<file path="src/rtl/spmul_pkg.sv">
package spmul_pkg;
    localparam int EXP_W   = 8;
    localparam int FRAC_W  = 23;
    localparam int SIG_W   = FRAC_W + 1;
    localparam int WORD_W  = 1 + EXP_W + FRAC_W;
    localparam int HALF_W  = 16;
    localparam int REG_W   = 2 * HALF_W;
    localparam int ACC_W   = 2 * REG_W;
    localparam int LZ_W    = $clog2(ACC_W);
    localparam int EXT_W   = EXP_W + 4;
    localparam int BIAS    = (1 << (EXP_W - 1)) - 1;
    localparam int EXP_MAX = (1 << EXP_W) - 1;

    localparam logic [WORD_W-1:0] QNAN_WORD =
        {1'b0, {EXP_W{1'b1}}, 1'b1, {(FRAC_W-1){1'b0}}};

    typedef enum logic [2:0] {
        S_IDLE, S_PP0, S_PP1, S_PP2, S_PP3, S_NORM, S_PACK
    } state_e;

    typedef struct packed {
        logic             sign;
        logic [EXP_W-1:0] exp_eff;
        logic [SIG_W-1:0] sig;
        logic             zero;
        logic             inf;
        logic             nan;
    } opnd_t;
endpackage

</file>
<file path="src/rtl/spmul_unpack.sv">
module spmul_unpack
    import spmul_pkg::*;
(
    input  logic [WORD_W-1:0] word,
    output opnd_t             info
);
    logic [EXP_W-1:0]  ex;
    logic [FRAC_W-1:0] fr;
    logic              ex_zero;
    logic              ex_ones;
    logic              fr_zero;

    always_comb begin
        ex      = word[WORD_W-2 -: EXP_W];
        fr      = word[FRAC_W-1:0];
        ex_zero = (ex == '0);
        ex_ones = (ex == '1);
        fr_zero = (fr == '0);

        info.sign    = word[WORD_W-1];
        info.exp_eff = ex_zero ? EXP_W'(1) : ex;
        info.sig     = {~ex_zero, fr};
        info.zero    = ex_zero & fr_zero;
        info.inf     = ex_ones & fr_zero;
        info.nan     = ex_ones & ~fr_zero;
    end
endmodule

</file>
<file path="src/rtl/spmul_pp_mul.sv">
module spmul_pp_mul
    import spmul_pkg::*;
(
    input  logic [1:0]       sel,
    input  logic [REG_W-1:0] opa,
    input  logic [REG_W-1:0] opb,
    output logic [ACC_W-1:0] term
);
    logic [HALF_W-1:0] x;
    logic [HALF_W-1:0] y;
    logic [REG_W-1:0]  prod;

    always_comb begin
        x    = sel[0] ? opa[REG_W-1:HALF_W] : opa[HALF_W-1:0];
        y    = sel[1] ? opb[REG_W-1:HALF_W] : opb[HALF_W-1:0];
        prod = x * y;
        case (sel)
            2'd0:    term = ACC_W'(prod);
            2'd3:    term = ACC_W'(prod) << (2 * HALF_W);
            default: term = ACC_W'(prod) << HALF_W;
        endcase
    end
endmodule

</file>
<file path="src/rtl/spmul_norm.sv">
module spmul_norm
    import spmul_pkg::*;
(
    input  logic [ACC_W-1:0] prod,
    input  logic [EXT_W-1:0] exp_in,
    output logic [SIG_W-1:0] kept,
    output logic [EXT_W-1:0] exp_out
);
    logic [LZ_W-1:0]  msb;
    logic [LZ_W-1:0]  lz;
    logic [ACC_W-1:0] shifted;
    logic             sticky;

    always_comb begin
        msb = '0;
        for (int i = 0; i < ACC_W; i++) begin
            if (prod[i]) msb = LZ_W'(i);
        end
        lz      = LZ_W'(ACC_W - 1) - msb;
        shifted = prod << lz;
        sticky  = |shifted[ACC_W-SIG_W-1:0];
        kept    = shifted[ACC_W-1 -: SIG_W] | SIG_W'(sticky);
        // leading one at bit 2*SIG_W-1 of the product means a shift count of
        // ACC_W-2*SIG_W and an exponent increment of one
        exp_out = exp_in + EXT_W'(ACC_W - 2 * SIG_W + 1) - EXT_W'(lz);
    end
endmodule

</file>
<file path="src/rtl/spmul_jam.sv">
module spmul_jam
    import spmul_pkg::*;
(
    input  logic              clk,
    input  logic              rst_n,
    input  logic              start,
    input  logic [WORD_W-1:0] a_in,
    input  logic [WORD_W-1:0] b_in,
    output logic [WORD_W-1:0] prod_out,
    output logic              done,
    output logic              ovf,
    output logic              unf,
    output logic              inv
);
    typedef struct packed {
        state_e            st;
        logic              sign;
        logic [EXT_W-1:0]  exp;
        logic [REG_W-1:0]  sa;
        logic [REG_W-1:0]  sb;
        logic [REG_W-1:0]  acc_hi;
        logic [REG_W-1:0]  acc_lo;
        logic [SIG_W-1:0]  kept;
        logic              spec;
        logic              spec_inv;
        logic [WORD_W-1:0] spec_res;
        logic [WORD_W-1:0] res;
        logic              done;
        logic              ovf;
        logic              unf;
        logic              inv;
    } regs_t;

    regs_t r_q, r_d;

    logic [WORD_W-1:0] ops [2];
    opnd_t             cls [2];

    assign ops[0] = a_in;
    assign ops[1] = b_in;

    for (genvar g = 0; g < 2; g++) begin : g_unpack
        spmul_unpack u_unpack (
            .word (ops[g]),
            .info (cls[g])
        );
    end

    logic [1:0]       pp_sel;
    logic [ACC_W-1:0] pp_term;
    logic [SIG_W-1:0] n_kept;
    logic [EXT_W-1:0] n_exp;

    always_comb begin
        case (r_q.st)
            S_PP1:   pp_sel = 2'd1;
            S_PP2:   pp_sel = 2'd2;
            S_PP3:   pp_sel = 2'd3;
            default: pp_sel = 2'd0;
        endcase
    end

    spmul_pp_mul u_pp (
        .sel  (pp_sel),
        .opa  (r_q.sa),
        .opb  (r_q.sb),
        .term (pp_term)
    );

    spmul_norm u_norm (
        .prod    ({r_q.acc_hi, r_q.acc_lo}),
        .exp_in  (r_q.exp),
        .kept    (n_kept),
        .exp_out (n_exp)
    );

    logic any_nan, any_inf, any_zero, bad_op, s_x;

    always_comb begin
        any_nan  = cls[0].nan | cls[1].nan;
        any_inf  = cls[0].inf | cls[1].inf;
        any_zero = cls[0].zero | cls[1].zero;
        bad_op   = any_nan | (any_inf & any_zero);
        s_x      = cls[0].sign ^ cls[1].sign;

        r_d      = r_q;
        r_d.done = 1'b0;

        case (r_q.st)
            S_IDLE: begin
                if (start) begin
                    r_d.sign     = s_x;
                    r_d.spec     = 1'b1;
                    r_d.spec_inv = 1'b0;
                    r_d.st       = S_PACK;
                    if (bad_op) begin
                        r_d.spec_inv = 1'b1;
                        r_d.spec_res = QNAN_WORD;
                    end else if (any_inf) begin
                        r_d.spec_res = {s_x, {EXP_W{1'b1}}, {FRAC_W{1'b0}}};
                    end else if (any_zero) begin
                        r_d.spec_res = {s_x, {(WORD_W-1){1'b0}}};
                    end else begin
                        r_d.spec   = 1'b0;
                        r_d.sa     = REG_W'(cls[0].sig);
                        r_d.sb     = REG_W'(cls[1].sig);
                        r_d.exp    = EXT_W'(cls[0].exp_eff) + EXT_W'(cls[1].exp_eff)
                                   - EXT_W'(BIAS);
                        r_d.acc_hi = '0;
                        r_d.acc_lo = '0;
                        r_d.st     = S_PP0;
                    end
                end
            end
            S_PP0, S_PP1, S_PP2, S_PP3: begin
                {r_d.acc_hi, r_d.acc_lo} = {r_q.acc_hi, r_q.acc_lo} + pp_term;
                case (r_q.st)
                    S_PP0:   r_d.st = S_PP1;
                    S_PP1:   r_d.st = S_PP2;
                    S_PP2:   r_d.st = S_PP3;
                    default: r_d.st = S_NORM;
                endcase
            end
            S_NORM: begin
                r_d.kept = n_kept;
                r_d.exp  = n_exp;
                r_d.st   = S_PACK;
            end
            S_PACK: begin
                r_d.done = 1'b1;
                r_d.st   = S_IDLE;
                r_d.ovf  = 1'b0;
                r_d.unf  = 1'b0;
                r_d.inv  = 1'b0;
                if (r_q.spec) begin
                    r_d.res = r_q.spec_res;
                    r_d.inv = r_q.spec_inv;
                end else if ($signed(r_q.exp) >= $signed(EXT_W'(EXP_MAX))) begin
                    r_d.ovf = 1'b1;
                    r_d.res = {r_q.sign, {EXP_W{1'b1}}, {FRAC_W{1'b0}}};
                end else if ($signed(r_q.exp) < $signed(EXT_W'(1))) begin
                    r_d.unf = 1'b1;
                    r_d.res = {r_q.sign, {(WORD_W-1){1'b0}}};
                end else begin
                    r_d.res = {r_q.sign, r_q.exp[EXP_W-1:0], r_q.kept[FRAC_W-1:0]};
                end
            end
            default: r_d.st = S_IDLE;
        endcase
    end

    always_ff @(posedge clk or negedge rst_n) begin
        if (!rst_n) begin
            r_q    <= '0;
            r_q.st <= S_IDLE;
        end else begin
            r_q <= r_d;
        end
    end

    assign prod_out = r_q.res;
    assign done     = r_q.done;
    assign ovf      = r_q.ovf;
    assign unf      = r_q.unf;
    assign inv      = r_q.inv;
endmodule

</file>
<file path="config.mk">
export PLATFORM = sky130hd
export DESIGN_NAME = spmul_jam
export DESIGN_NICKNAME = d
export VERILOG_FILES = /design/src/rtl/spmul_pkg.sv /design/src/rtl/spmul_unpack.sv /design/src/rtl/spmul_pp_mul.sv /design/src/rtl/spmul_norm.sv /design/src/rtl/spmul_jam.sv
export SDC_FILE = /design/constraint.sdc
export NUM_CORES = 1
export LEC_CHECK = 0
export ABC_AREA = 1
export CORE_MARGIN = 2
export CORE_UTILIZATION = 57
export CTS_CLUSTER_DIAMETER = 40
export DETAILED_ROUTE_END_ITERATION = 10
export PLACE_DENSITY = 0.75
export SLEW_MARGIN = 20
export SYNTH_ARGS = -nofsm -noshare
export SYNTH_HDL_FRONTEND = slang
export SYNTH_HIERARCHICAL = 1
export SYNTH_SLANG_ARGS = --single-unit
</file>
<file path="constraint.sdc">
create_clock -name clk -period 11 [get_ports clk]
set_input_delay 1.65 -clock clk [delete_from_list [all_inputs] [get_ports clk]]
set_output_delay 1.65 -clock clk [all_outputs]
set_load 0.02 [all_outputs]
</file>
# Word level (Yosys, flattened, before mapping)
# Cells that the tools add are included.
dict set report classes {
  n_lt_le_gt_ge 2
  muxes 96
  add_sub_neg 6
  reduce_logical 16
  n_eq_ne 13
  shifts 1
  bitwise 20
  multipliers 1
  div_mod_pow 0
}
# op count
set ops {}
lappend ops {{$mux W140} 3}
lappend ops {{$pmux W64 S2} 2}
lappend ops {{$mux W6} 32}
lappend ops {{$mux W144} 1}
lappend ops {{$mux W32} 4}
lappend ops {{$mux W5} 16}
lappend ops {{$add A64 B64 Y64} 1}
lappend ops {{$shl A64 B6 Y63} 1}
lappend ops {{$mux W31} 2}
lappend ops {{$logic_not A23 Y1} 2}
lappend ops {{$reduce_or A40 Y1} 1}
lappend ops {{$mux W4} 9}
lappend ops {{$mul A16 B16 Y32} 1}
lappend ops {{$mux W16} 2}
lappend ops {{$pmux W12 S2} 1}
lappend ops {{$or A23 B1 Y23} 1}
lappend ops {{$mux W3} 7}
lappend ops {{$pmux W3 S3} 2}
lappend ops {{$eq A8 B8 Y1 const B} 2}
lappend ops {{$logic_not A8 Y1} 2}
lappend ops {{$mux W8} 2}
lappend ops {{$reduce_and A5 Y1} 3}
lappend ops {{$add A12 B5 Y12 const B} 1}
lappend ops {{$ge A12 B9 Y1 const B} 1}
lappend ops {{other kinds (24)} 56}
dict set report totals {
  rom_bits 0
  latch_bits 0
  reg_bits 221
  mem_count 0
  ramBits 0
  wordCells 171
}

# Logic depth before layout (Yosys ltp)
dict set report depth {
  word_depth 67
  mapped_depth 79
  mapped_depth_nobuf 78
}

# Modules after synthesis
# Netlist, hierarchy kept.
# module seq_area_each_um2 cells_per_inst instances area_per_inst_um2
set by_module_without_submodules {}
lappend by_module_without_submodules {spmul_jam 4804.6 2184 1 13780.7}
lappend by_module_without_submodules {spmul_pp_mul 0.0 1467 1 10288.6}
lappend by_module_without_submodules {spmul_norm 0.0 1053 1 5001.0}
lappend by_module_without_submodules {spmul_unpack 0.0 69 2 376.6}

# Worst setup path after synthesis
# No wires, ideal clock.
dict set report synth_path {
  path_kind {register -> register}
  start {reg r_q[235] (netlist bit)}
  end {reg r_q[153] (netlist bit)}
  path_stages_with_launch 41
  path_slack_ns 3.670
  arrival_ns 7.212
  path_buffers 3
  cell_sequence {dfrtp_1 nor2_2 nand2_2 nand2_1 buf_6 inv_4 buf_6 or2_2 o21ai_4 buf_6 nor2_1 fa_1 inv_1 fa_1 fa_1 fa_1 inv_1 fa_1 [... 5 more ...] inv_1 a21oi_1 nand3_2 or2_2 nand3_1 nand2_1 ha_1 nand2_1 nor2_1 inv_1 nor2_1 nand2_1 nor4_1 nand2_1 nand2_1 nand2_1 nand3_1 nand2_1}
}
dict set report synth_between {
  elab_chain_cells 7
  elab_cells_between_ends 21
  cone_classes {1 x add/sub; 1 x mul; 9 x eq/ne; 5 x mux; 5 x reduce/logical}
}
# item line
set synth_rtl {}
lappend synth_rtl {{from (decl)} spmul_jam.sv:34} ;# regs_t r_q, r_d;
lappend synth_rtl {{from (signal assigned)} spmul_jam.sv:157} ;# r_q <= r_d;
lappend synth_rtl {{$eq A3 B3 Y1 / $eq A3 B2 Y1 (equally long branches)} spmul_jam.sv:55} ;# case (r_q.st)
lappend synth_rtl {{$pmux W2 S3 (*)} spmul_jam.sv:55}
lappend synth_rtl {{via pp_sel[1]} spmul_jam.sv:49} ;# logic [1:0] pp_sel;
lappend synth_rtl {{$mux W16} spmul_pp_mul.sv:15} ;# y = sel[1] ? opb[REG_W-1:HALF_W] : opb[HALF_W-1:0];
lappend synth_rtl {{$mul A16 B16 Y32} spmul_pp_mul.sv:16} ;# prod = x * y;
lappend synth_rtl {{$pmux W64 S2 (*)} spmul_pp_mul.sv:17} ;# case (sel)
lappend synth_rtl {{via pp_term[29]} spmul_jam.sv:50} ;# logic [ACC_W-1:0] pp_term;
lappend synth_rtl {{$add A64 B64 Y64 (*)} spmul_jam.sv:116} ;# {r_d.acc_hi, r_d.acc_lo} = {r_q.acc_hi, r_q.acc_lo} + pp_term;
lappend synth_rtl {{$pmux W64 S2 (*)} spmul_jam.sv:89} ;# case (r_q.st)
# Mark *: on every way through the listed nets, which the timed path passes. The rest lies on a longest branch.
# A chain may end at the register's enable or synchronous reset.

# Worst setup path in the final report
dict set report layout_path {
  start {reg r_q[237] (netlist bit)}
  end {reg r_q[125] (netlist bit)}
}
dict set report layout_between {
  elab_chain_cells 7
  elab_cells_between_ends 21
  cone_classes {1 x add/sub; 1 x mul; 9 x eq/ne; 5 x mux; 5 x reduce/logical}
}
# item line
set layout_rtl {}
lappend layout_rtl {{$eq A3 B3 Y1 / $eq A3 B2 Y1 (equally long branches)} spmul_jam.sv:55}
lappend layout_rtl {{$pmux W2 S3 (*)} spmul_jam.sv:55}
lappend layout_rtl {{via pp_sel[0]} spmul_jam.sv:49}
lappend layout_rtl {{$mux W16} spmul_pp_mul.sv:14} ;# x = sel[0] ? opa[REG_W-1:HALF_W] : opa[HALF_W-1:0];
lappend layout_rtl {{$mul A16 B16 Y32} spmul_pp_mul.sv:16}
lappend layout_rtl {{$pmux W64 S2 (*)} spmul_pp_mul.sv:17}
lappend layout_rtl {{via pp_term[13]} spmul_jam.sv:50}
lappend layout_rtl {{$add A64 B64 Y64 (*)} spmul_jam.sv:116}
lappend layout_rtl {{$pmux W64 S2 (*)} spmul_jam.sv:89}
# Marks and branches as above.

==> flow_metrics.env <==
export IMPL_clock_sinks=192
export IMPL_holdBufCountCts=0
export IMPL_cp_start_kind="register"
export IMPL_start_util_pct=57.89
export IMPL_hpwlAfterDp_um=80020
export IMPL_syn2layout_area_growth_pct=4.838
export IMPL_cts_buffer_depth=2
export IMPL_finalWorstSetupSlack_ps=1593
export IMPL_cts_buffers=17
export IMPL_rows=83
export IMPL_top_layer="met4"
export IMPL_skew_ps=20.18
export IMPL_utilization_pct=60.69
export IMPL_yosysWarnings=6
export IMPL_outcome="finished, final reports clean"
export IMPL_routabilityCongestion=1.056
export IMPL_path_class="register to register"
export IMPL_rsz0062_at_grt="false"
export IMPL_multi_input_area_um2=20610
export IMPL_io_pins=103
export IMPL_cts_setup_buffers=0
export IMPL_track_usage_pct=37.34
export IMPL_num_vias=30010
export IMPL_die_y_um=232.7
export IMPL_fmax_mhz=106.3
export IMPL_hold_start="r_q[174]"
export IMPL_startpoint="r_q[237]"
export IMPL_n_fill_cell=5182
export IMPL_finalNetCount=5243
export IMPL_overflow=0
export IMPL_grt_pass1_vias=28330
export IMPL_critPathRequiredTime_ps=11370
export IMPL_critPathTopFamily="adder cells"
export IMPL_hold_path_class="register to register"
export IMPL_cts_tree="built"
export IMPL_wl_met2_um=42870
export IMPL_firstDrtPassIters=9
export IMPL_finalWirelength_um=98850
export IMPL_cp_common_cell="nand2_1"
export IMPL_drc=0
export IMPL_endpoint_kind="register"
export IMPL_wl_met1_um=41780
export IMPL_routedWlPerCell_um=18.06
export IMPL_met3_length_um=8819
export IMPL_diodes=0
export IMPL_die_area_um2=54160
export IMPL_drt_iter0_markers=3258
export IMPL_critPathMaxStageDelay_ps=590
export IMPL_clock_latency_ps=510
export IMPL_syn_instance_count=4841
export IMPL_cp_num_buf_inv=9
export IMPL_cts_resized=0
export IMPL_regArea_um2=4805
export IMPL_min_period_ps=9407
export IMPL_synth_avg_cell_area_um2=6.160
export IMPL_avgViaCountPerCell=5.484
export IMPL_fp_dieW_um=232.7
export IMPL_final_hold_violation_count=0
export IMPL_fin_crit_sh_pct=85.51
export IMPL_worst_slew_pin_slew_ps=935.2
export IMPL_grt_pass1_wl_um=156100
export IMPL_place_ws_ps=1761
export IMPL_critPathSlowestCell="fa_1"
export IMPL_reg2reg_from="r_q[237]"
export IMPL_ant_nets=0
export IMPL_setup_violations_final=0
export IMPL_clkTransAtPathRegs_ps=80
export IMPL_drive_gt1_share_pct=4.320
export IMPL_syn_area_um2=29820
export IMPL_finalMaxSlewViolations=0
export IMPL_tns_ps=0
export IMPL_io_buffers=102
export IMPL_htree_levels=4
export IMPL_maxCapViolCount=0
export IMPL_arrival_ps=9780
export IMPL_core_um2=51510
export IMPL_cp_max_fo=19
export IMPL_max_slew_margin_pct=37.50
export IMPL_grt_max_degree=103
export IMPL_antenna_found_initial=0
export IMPL_cts_root_buf="clkbuf_16"
## worst paths after layout
kind | to | slack (ps) | depth (start not counted)
worst min register to register | r_q[174] | 470 | 2
worst max register to register | r_q[125] | 1590 | 38
worst min-delay path | r_q[174] | 470 | 2
worst max-delay path | r_q[125] | 1590 | 38
min in group asynchronous | r_q[202] | 1200 | 1
max in group asynchronous | r_q[67] | 8440 | 2
## final cells by class
cell class / count / share of cell area, %
multi-input cells: 3603 / 65.92
flip-flops and latches: 192 / 15.37
inverters: 840 / 10.09
repair buffers: 125 / 3.830
well taps: 680 / 2.722
clock buffers: 17 / 1.361
clock inverters: 15 / 0.7084
## flip-flops by register name (all words and copies together), names as in the netlist
| name | cells |
|---|---|
| done | 1 |
| inv | 1 |
| ovf | 1 |
| prod_out | 32 |
| r_q | 156 |
| unf | 1 |
## layer usage
layer	up-vias	global-route usage (%)
met2	1415	57.84
met4	0	18.77
li1	14660	-
met1	13700	50.56
met5	-	0
met3	237	6.005
## cell usage in the layout, fill, tap and decap left out, drive strengths merged, types with 23 or more instances in the layout
cell              n
fa              197
inv             846
a21oi           106
or2              49
nand2          1801
ha              200
nor2            418
clkdlybuf4s50   101
nand3           495
nor3             23
buf              23
o21ai           152
dfrtp           192
nand4            28
## metrics by stage
step / cell area, µm² / hold WS [ps] / instances
final: 31260 / 474.1 / 5472
after global routing: 31260 / 498.5 / 5472
after CTS: 31260 / 474.3 / 5472
after detailed placement: 30610 / 455.4 / 5440
after global placement: 30610 / 451.9 / 5440
after floorplan: 29870 / 434.2 / 4856
## tightest hold or removal path: cells and delay by family, from the launching register on
family        cells  cell delay, ps
simple gates      2             100
flops             1             340
Power is left out: the tool's default activity adds up to more than one toggle a clock period on the data nets, which glitch-free logic cannot reach.
